## src/rtl/sio_pkg.sv

```systemverilog
package sio_pkg;
  localparam int REG_AW = 2;
  localparam int BYTE_W = 8;
  localparam int FRAME_MAX = 11;

  localparam logic [REG_AW-1:0] A_TXD  = 2'd0;
  localparam logic [REG_AW-1:0] A_RXD  = 2'd1;
  localparam logic [REG_AW-1:0] A_STAT = 2'd2;
  localparam logic [REG_AW-1:0] A_CTRL = 2'd3;

  typedef struct packed {
    logic par_odd;
    logic par_en;
    logic len8;
  } sio_cfg_t;

  typedef enum logic [1:0] {RX_IDLE, RX_START, RX_RECV} rx_state_t;
endpackage

```

## src/rtl/sio_tx.sv

```systemverilog
module sio_tx
  import sio_pkg::*;
#(
  parameter int CLKS_PER_BIT = 16
) (
  input  logic              clk,
  input  logic              rst_n,
  input  logic              load,
  input  logic [BYTE_W-1:0] data,
  input  sio_cfg_t          cfg,
  output logic              line,
  output logic              ready
);
  localparam int CW = $clog2(CLKS_PER_BIT);

  logic [FRAME_MAX-1:0] frame, sh;
  logic [3:0]           nbits, left;
  logic [CW-1:0]        cnt;
  logic                 busy;
  logic                 bit_end;

  always_comb begin
    logic p;
    p = ^(data & (cfg.len8 ? 8'hFF : 8'h7F)) ^ cfg.par_odd;
    frame = '1;
    frame[0] = 1'b0;
    for (int i = 0; i < BYTE_W; i++)
      if (i < BYTE_W-1 || cfg.len8) frame[1+i] = data[i];
    if (cfg.par_en) frame[cfg.len8 ? 9 : 8] = p;
    nbits = (cfg.len8 ? 4'd10 : 4'd9) + {3'b0, cfg.par_en};
  end

  assign bit_end = (cnt == CW'(CLKS_PER_BIT-1));

  always_ff @(posedge clk or negedge rst_n) begin
    if (!rst_n) begin
      sh <= '1; left <= '0; cnt <= '0; busy <= 1'b0;
    end else if (!busy) begin
      if (load) begin
        sh <= frame; left <= nbits - 4'd1; cnt <= '0; busy <= 1'b1;
      end
    end else if (bit_end) begin
      cnt <= '0;
      if (left == 4'd0) busy <= 1'b0;
      else begin
        sh <= {1'b1, sh[FRAME_MAX-1:1]};
        left <= left - 4'd1;
      end
    end else begin
      cnt <= cnt + CW'(1);
    end
  end

  assign line  = sh[0];
  assign ready = !busy;

  AST_START_LOW: assert property (@(posedge clk) disable iff (!rst_n)
    (load && ready) |=> !line);
  AST_BIT_HOLD: assert property (@(posedge clk) disable iff (!rst_n)
    (busy && !bit_end) |=> $stable(line));
  AST_READY_DROP: assert property (@(posedge clk) disable iff (!rst_n)
    (load && ready) |=> !ready);
  AST_IDLE_HIGH: assert property (@(posedge clk) disable iff (!rst_n)
    (busy && bit_end && left == 4'd0) |=> (line && ready));
endmodule

```

## src/rtl/sio_rx.sv

```systemverilog
module sio_rx
  import sio_pkg::*;
#(
  parameter int CLKS_PER_BIT = 16,
  parameter int SYNC_STAGES  = 2
) (
  input  logic              clk,
  input  logic              rst_n,
  input  logic              rx_i,
  input  sio_cfg_t          cfg,
  output logic              done,
  output logic [BYTE_W-1:0] dout,
  output logic              perr,
  output logic              ferr
);
  localparam int CW   = $clog2(CLKS_PER_BIT);
  localparam int HALF = CLKS_PER_BIT / 2;

  logic [SYNC_STAGES-1:0] sy;
  logic                   s;
  rx_state_t              st;
  logic [CW-1:0]          cnt;
  logic [3:0]             idx, last;
  logic [BYTE_W:0]        bits;
  logic                   pbit;

  always_ff @(posedge clk or negedge rst_n)
    if (!rst_n) sy <= '1;
    else        sy <= {sy[SYNC_STAGES-2:0], rx_i};
  assign s = sy[SYNC_STAGES-1];

  assign last = (cfg.len8 ? 4'd8 : 4'd7) + {3'b0, cfg.par_en};

  always_ff @(posedge clk or negedge rst_n) begin
    if (!rst_n) begin
      st <= RX_IDLE; cnt <= '0; idx <= '0; bits <= '0;
    end else begin
      case (st)
        RX_IDLE: if (!s) begin st <= RX_START; cnt <= '0; end
        RX_START:
          if (cnt == CW'(HALF-1)) begin
            cnt <= '0; idx <= '0;
            st <= s ? RX_IDLE : RX_RECV;
          end else cnt <= cnt + CW'(1);
        RX_RECV:
          if (cnt == CW'(CLKS_PER_BIT-1)) begin
            cnt <= '0;
            if (idx == last) st <= RX_IDLE;
            else begin
              bits[idx] <= s;
              idx <= idx + 4'd1;
            end
          end else cnt <= cnt + CW'(1);
        default: st <= RX_IDLE;
      endcase
    end
  end

  assign done = (st == RX_RECV) && (cnt == CW'(CLKS_PER_BIT-1)) && (idx == last);
  assign dout = cfg.len8 ? bits[7:0] : {1'b0, bits[6:0]};
  assign pbit = cfg.len8 ? bits[8] : bits[7];
  assign perr = cfg.par_en && (pbit ^ (^dout) ^ cfg.par_odd);
  assign ferr = !s;

  AST_GLITCH_DROP: assert property (@(posedge clk) disable iff (!rst_n)
    (st == RX_START && cnt == CW'(HALF-1) && s) |=> (st == RX_IDLE));
  AST_DONE_PULSE: assert property (@(posedge clk) disable iff (!rst_n)
    done |=> !done);
endmodule

```

## src/rtl/sio_port.sv

```systemverilog
module sio_port
  import sio_pkg::*;
#(
  parameter int CLKS_PER_BIT = 16,
  parameter int SYNC_STAGES  = 2
) (
  input  logic        clk,
  input  logic        rst_n,
  input  logic [1:0]  addr,
  input  logic        wr_en,
  input  logic        rd_en,
  input  logic [7:0]  wdata,
  output logic [7:0]  rdata,
  output logic        tx_o,
  input  logic        rx_i
);
  sio_cfg_t          ctrl;
  logic              tx_ready, tx_load;
  logic              rx_done, rx_perr, rx_ferr;
  logic [BYTE_W-1:0] rx_data, rx_buf;
  logic              full_q, perr_q, ferr_q;
  logic              rd_rx;

  assign tx_load = wr_en && (addr == A_TXD);
  assign rd_rx   = rd_en && (addr == A_RXD);

  sio_tx #(.CLKS_PER_BIT(CLKS_PER_BIT)) u_tx (
    .clk(clk), .rst_n(rst_n), .load(tx_load), .data(wdata),
    .cfg(ctrl), .line(tx_o), .ready(tx_ready)
  );

  sio_rx #(.CLKS_PER_BIT(CLKS_PER_BIT), .SYNC_STAGES(SYNC_STAGES)) u_rx (
    .clk(clk), .rst_n(rst_n), .rx_i(rx_i), .cfg(ctrl),
    .done(rx_done), .dout(rx_data), .perr(rx_perr), .ferr(rx_ferr)
  );

  always_ff @(posedge clk or negedge rst_n) begin
    if (!rst_n) ctrl <= '0;
    else if (wr_en && addr == A_CTRL) ctrl <= sio_cfg_t'(wdata[2:0]);
  end

  always_ff @(posedge clk or negedge rst_n) begin
    if (!rst_n) begin
      rx_buf <= '0; full_q <= 1'b0; perr_q <= 1'b0; ferr_q <= 1'b0;
    end else if (rx_done) begin
      rx_buf <= rx_data; full_q <= 1'b1; perr_q <= rx_perr; ferr_q <= rx_ferr;
    end else if (rd_rx) begin
      full_q <= 1'b0; perr_q <= 1'b0; ferr_q <= 1'b0;
    end
  end

  always_comb begin
    case (addr)
      A_RXD:   rdata = rx_buf;
      A_STAT:  rdata = {4'b0, ferr_q, perr_q, full_q, tx_ready};
      A_CTRL:  rdata = {5'b0, ctrl};
      default: rdata = '0;
    endcase
  end

  AST_FULL_ON_DONE: assert property (@(posedge clk) disable iff (!rst_n)
    rx_done |=> full_q);
  AST_READ_CLEARS: assert property (@(posedge clk) disable iff (!rst_n)
    (rd_rx && !rx_done) |=> (!full_q && !perr_q && !ferr_q));
  AST_CTRL_HOLD: assert property (@(posedge clk) disable iff (!rst_n)
    !(wr_en && addr == A_CTRL) |=> $stable(ctrl));
  AST_BUF_HOLD: assert property (@(posedge clk) disable iff (!rst_n)
    !rx_done |=> $stable(rx_buf));
endmodule

```

## config.mk

```make
export PLATFORM = sky130hd
export DESIGN_NAME = sio_port
export DESIGN_NICKNAME = d
export VERILOG_FILES = /design/src/rtl/sio_pkg.sv /design/src/rtl/sio_tx.sv /design/src/rtl/sio_rx.sv /design/src/rtl/sio_port.sv
export SDC_FILE = /design/constraint.sdc
export NUM_CORES = 1
export LEC_CHECK = 0
export BUFFER_PORTS_ARGS = -buffer_cell sky130_fd_sc_hd__buf_4
export CAP_MARGIN = 40
export CORE_MARGIN = 5
export CORE_UTILIZATION = 47
export CTS_CLUSTER_DIAMETER = 50
export CTS_CLUSTER_SIZE = 10
export DETAILED_ROUTE_END_ITERATION = 10
export PLACE_DENSITY_LB_ADDON = 0.25
export SETUP_SLACK_MARGIN = 0.05
export SYNTH_ARGS = -nofsm -noshare
export SYNTH_HDL_FRONTEND = slang
export SYNTH_SLANG_ARGS = --single-unit
```

## constraint.sdc

```tcl
create_clock -name clk -period 5.8 [get_ports clk]
set_clock_uncertainty 0.05 [all_clocks]
set_input_delay 0.87 -clock clk [delete_from_list [all_inputs] [get_ports clk]]
set_output_delay 0.87 -clock clk [all_outputs]
set_load 0.005 [all_outputs]
```

== Word-level counts from Yosys, hierarchy flattened ==
Index checks and enable logic that the tools add are counted.
W data, S select, Z words.
Storage, ports and cells
  register bits: 55
  word-level logic and storage cells: 120
  input bits: 15
Operators by class
  muxes and demuxes: 48
  add/subtract/negate cells: 7
  reductions and logical operators: 24
  bitwise logic cells: 5
  order comparisons: 4
  eq/ne operators: 16
Operators by type and width (count)
  $mux W4: 14
  $mux W11: 5
  $ge A32 B1 Y1 const B: 1
  $lt A32 B6 Y1 const B: 1
  $pmux W8 S3: 1
  $mux W8: 2
  $reduce_xor A8 Y1: 2
  $mux W1: 13
  $add A4 B1 Y4 const B: 3
  $mux W2: 6
  $pmux W4 S3: 1
  $bwmux W11: 1
  $bwmux W9: 1
  $add A4 B1 Y4: 2
  $and A8 B8 Y8: 1
  $demux W1 S4: 2
  $eq A4 B4 Y1 const B: 2
  $logic_and A1 B1 Y1: 8
  $ne A2 B2 Y1 const B: 4
  $pmux W4 S2: 1
  $reduce_and A4 Y1: 2
  $sub A4 B1 Y4 const B: 2
  $eq A2 B2 Y1 const B: 3
  $ne A2 B1 Y1 const B: 3
  other kinds (15): 23

== Longest topological paths before layout ==
  depth after elaboration: 9
  depth in mapped cells: 9
  depth with buffers taken out: 7

== Hierarchy ==
A second synthesis with hierarchy kept.
Second synthesis, totals
  cells, all modules: 314
  area, all modules: 3198.1 µm²
Modules (own cells, without submodules)
  sio_rx: cells an instance 148, area each 1446.4 µm², seq. area each 528.0 µm², instances 1
  sio_tx: cells an instance 114, area each 1081.0 µm², seq. area each 488.0 µm², instances 1
  sio_port: cells an instance 52, area each 670.6 µm², seq. area each 350.3 µm², instances 1

== Least setup slack after synthesis ==
No wires, ideal clock.
  path type: flip-flop to flip-flop
  from: reg ctrl[0] in the netlist's numbering
  to: reg u_rx.bits[0]
  stages on the path, launching flop included: 9
  data arrival time: 2289 ps
  path slack: 3337 ps
  required time: 5625 ps
  library setup time: 125 ps
  cells stage by stage: dfrtp_1 -> clkbuf_1 -> inv_1 -> ha_1 -> xnor2_1 -> a211oi_4 -> or3_4 -> nor3b_1 -> mux2_2
On the way
  word-level cells in the longest chain between the ends: 5
RTL lines
  start, declared: RTL line sio_port.sv:17  | sio_cfg_t ctrl;
  start signal, assigned: RTL line sio_port.sv:39  | else if (wr_en && addr == A_CTRL) ctrl <= sio_cfg_t'(wdata[2:0]);
  $mux W4: RTL line sio_rx.sv:32  | assign last = (cfg.len8 ? 4'd8 : 4'd7) + {3'b0, cfg.par_en};
  $add A4 B1 Y4: RTL line sio_rx.sv:32
  $eq A4 B4 Y1: RTL line sio_rx.sv:48  | if (idx == last) st <= RX_IDLE;
  $not A1 Y1 (no source line)
  $reduce_and A3 Y1 (no source line)
  end signal, assigned by index: RTL line sio_rx.sv:50  | bits[idx] <= s;
  end, declared: RTL line sio_rx.sv:24  | logic [BYTE_W:0] bits;
Every way passes these cells.
A chain may end at the register's enable or synchronous reset.

== Worst setup path after layout ==
  from: reg ctrl[0] in the netlist's numbering
  to: reg u_rx.st[0]
On the way
  word-level cells in the longest chain between the ends: 5
RTL lines
  $mux W4: RTL line sio_rx.sv:32
  $add A4 B1 Y4: RTL line sio_rx.sv:32
  $eq A4 B4 Y1: RTL line sio_rx.sv:48
  $ne A2 B1 Y1 (no source line)
  $reduce_and A4 Y1 (no source line)
  end signal, assigned: RTL line sio_rx.sv:43  | st <= s ? RX_IDLE : RX_RECV;
  end, declared: RTL line sio_rx.sv:21  | rx_state_t st;
Every way passes these cells.

==> flow_summary.yaml <==
power:
  part_of_the_power_in_combinational_logic_pct: 29.9
  p_sw_share_pct: 33.8
  power.static_leakage_nw: 1.58
  power.internal_mw: 0.702
  clock_power_share_pct: 19.8
  power_switching_mw: 0.358
  power.density_mw_per_mm2: 314
  vdd.ir_drop.worst_mv: 0.185
  seq_power_share_pct: 50.3
grt:
  groute.layer.met2.usage_pct: 23.2
  global_route_wire_length_before_repair_mm: 10.0
  top_usage_layer: "met2"
  antenna_found_initial: 0
  met3_usage_pct: 3.33
  groute.usage.overall_pct: 14.5
  grt_max_degree: 55
  grt.met1_usage_pct: 20.0
  grt-ovfl-total: 0
  via_count_of_the_first_global_routing_pass: 2140
floorplan:
  row_count: 29
  die_area_sq_mm: 0.00821
  dieWidth_microns: 90.6
  floorplan.die.height_microns: 90.6
  fp.coreArea_sq_mm: 0.00635
  initial_core_utilization_pct: 48.1
  top_level_ports: 24
timing:
  relSlewSlack_pct: 54.8
  final-setup-viol-count: 0
  finalHoldViolations: 0
  max_freq_ghz: 0.389
  rsz_0062_raised_after_global_routing: "no"
  part_of_the_cycle_the_worst_path_needs_pct: 44.3
  tightestPinTransition_ns: 0.679
  finalSetupTns_ns: 0
  slew_violations: 0
  final.min_clock_period_ns: 2.57
yosys:
  synthCells: 309
  synth_warnings: 0
  number_of_enable_flip_flop_cells_after_synthesis: 0
  synth_sequential_area_ratio_pct: 44.7
  synth_flop_cell: "dfrtp_1"
  synthesis.area_per_instance_sq_um: 9.88
  postSynth.asyncResetShare_pct: 100
  post_syn_area_sq_mm: 0.00305
  netlist.top_cell.by_area: "dfrtp_1"
  postSynthNetCount: 341
  synth_cell_types: 43
  synth_largest_type_area_fraction_pct: 34.4
  ys_seq_elements: 54
  synth.area.top_cells: "dfrtp_1 (34%), dfstp_2 (10%), ha_1 (7.0%)"
placed_design:
  post-place-cells: 398
  place.detailed.hpwl_mm: 4.07
  gp_congestion: 0.805
  count_of_port_buffers_added_during_placement: 23
final_layout:
  n_antenna_cell: 0
  multi_input_combinational_cell_area_sq_mm: 0.00160
  fin_nets: 360
  layout_common_cells: "nand2_1 (53), dfrtp_1 (42), buf_4 (25), o21ai_0 (23), xnor2_1 (19)"
  final-seq-area_sq_mm: 0.00137
  commonest_non_fill_non_tap_cell_in_the_layout: "nand2_1"
  synthToLayoutAreaGrowth_pct: 10.6
  layout-drive-gt1-share_pct: 20.1
  final-instance-count-excl-fill: 406
  fillcell_total: 596
setup_path:
  cpPeakStageDelay_ns: 0.52
  timing_worst_setup_path_type: "register to register"
  worst_path_max_delay_cell: "dfrtp_1"
  path_max_fanout: 10
  rr_endpoint: "u_rx.st[0]"
  rr_startpoint: "ctrl[0]"
  type_of_destination_of_the_critical_path: "register"
  depth_of_the_worst_register_to_register_path: 7
  worst-endpoint-arrival_ns: 2.71
  timing.critical_path.buf_inv: 1
  cp_data_required_time_ns: 5.94
  critical-path-top-delay-family: "compound AO/OA/AOI/OAI gates"
  critPathLaunchType: "register"
  timing.reg2reg.setup_slack_ns: 3.23
  timing.critical_path.cells: "inv_1, ha_1, or3b_1, a211oi_4, nor2b_1, a211oi_2, mux2_2"
clock_network:
  number_of_buffers_created_by_cts: 5
  cts.root.buffer_cell: "clkbuf_8"
  clkSinkCount: 54
  tritoncts: "done"
  max_h_tree_level: 2
  cts_buffer_depth: 2
  post_cts_resized: 0
  cts_setup_buffers: 0
  worst_setup_hold_path_clk_slew_ns: 0.09
  clkLatencyLatePin_ns: 0.30
  ctsHoldBuffers: 0
detailed_routing:
  drtAntennaViolNets: 0
  drt_pre_antenna_iters: 4
  finalWirelength_mm: 5.63
  routed_wire_length_per_instance_microns: 13.9
  drt_drc_violations_left: 0
  via_count: 2180
  first_iter_violations: 86
  via_per_inst: 5.37
outcome:
  run_status: "finished, final reports clean"
job:
  cap_viol_max_count: 0
min_path:
  timing.hold.worst_path_depth: 0
  hold_path.class: "register to register"
  worstHoldStart: "u_rx.sy[0]"
  worst_hold_path.endpoint: "u_rx.sy[1]"
-- cells in the mapped netlist (2+ instances only) --
master and instances:
a21o_1 3, dfstp_2 12, nand3b_1 7, dfrtp_1 42, inv_1 11, nand2_1 53, a211oi_1 4, mux2i_1 9
nand3_1 10, and2_1 4, a22o_1 5, xor2_1 4, a21oi_1 8, ha_1 17, buf_2 2, nor2b_1 5
nor2_1 11, nor3b_1 6, clkbuf_1 11, xnor2_1 19, nor3_1 5, o21ai_0 23, mux2_2 16, nand2b_1 2
a31oi_1 2
-- power groups by stage --
stage | combinational, mW | clock [mW] | sequential [mW]
CTS | 0.322 | 0.218 | 0.534
finish | 0.317 | 0.210 | 0.534
detailed placement | 0.321 | 0 | 0.541
global placement | 0.314 | 0 | 0.538
floorplan | 0.252 | 0 | 0.522
global route | 0.373 | 0.233 | 0.548
-- how the worst max path moves through the flow --
stage | start | to | slack [ns] | cells after the start
finish | ctrl[0] | u_rx.st[0] | 3.23 | 7
global route | ctrl[0] | perr_q | 2.97 | 6
CTS | ctrl[0] | perr_q | 3.22 | 6
detailed placement | addr[0] | u_tx.left[0] | 3.18 | 7
global placement | addr[0] | u_tx.left[0] | 3.18 | 7
floorplan | ctrl[0] | u_rx.bits[0] | 3.34 | 8
-- through the flow --
stage               hold WS [ns]  util [%]  cell area [sq um]  setup WS, ns  total power [mW]
global placement           0.299      51.8               3290          3.18             0.852
CTS                        0.315      53.2               3380          3.22              1.07
floorplan                  0.295         -               3050          3.34             0.774
global route               0.320      53.2               3380          2.97              1.15
finish                     0.312      53.2               3380          3.23              1.06
detailed placement         0.297      51.8               3290          3.18             0.861
-- kinds of logic after synthesis --
logic type / Yosys count / synth area share, %
simple gates: 112 / 18.3
compound gates: 54 / 11.6
flops: 54 / 44.7
mux: 25 / 8.85
buf+inv: 24 / 3.03
xor+xnor: 23 / 6.60
fa+ha+maj: 17 / 6.96
-- area by class of cell --
class	count	area share, %
clock buffer	5	2.04
clock inverter	3	0.630
inverter	11	1.22
multi-input combinational	231	47.2
sequential	54	40.5
tap	77	2.85
timing repair buffer	25	5.56
-- layer usage --
layer / vias up / part of all wire, %
li1: 1090 / -
met1: 1052 / 48
met2: 32 / 48
met3: 6 / 3.6
met4: 0 / 0.75
met5: - / 0
-- flip-flops by register name (all words and copies together) (netlist names), 2 cells and up --
register and flops:
u_tx.sh 10, u_rx.bits 9, rx_buf 8, u_rx.cnt 4, u_rx.idx 4, u_tx.cnt 4, u_tx.left 4, ctrl 3
u_rx.st 2, u_rx.sy 2
Power figures use the tool's default switching activity.
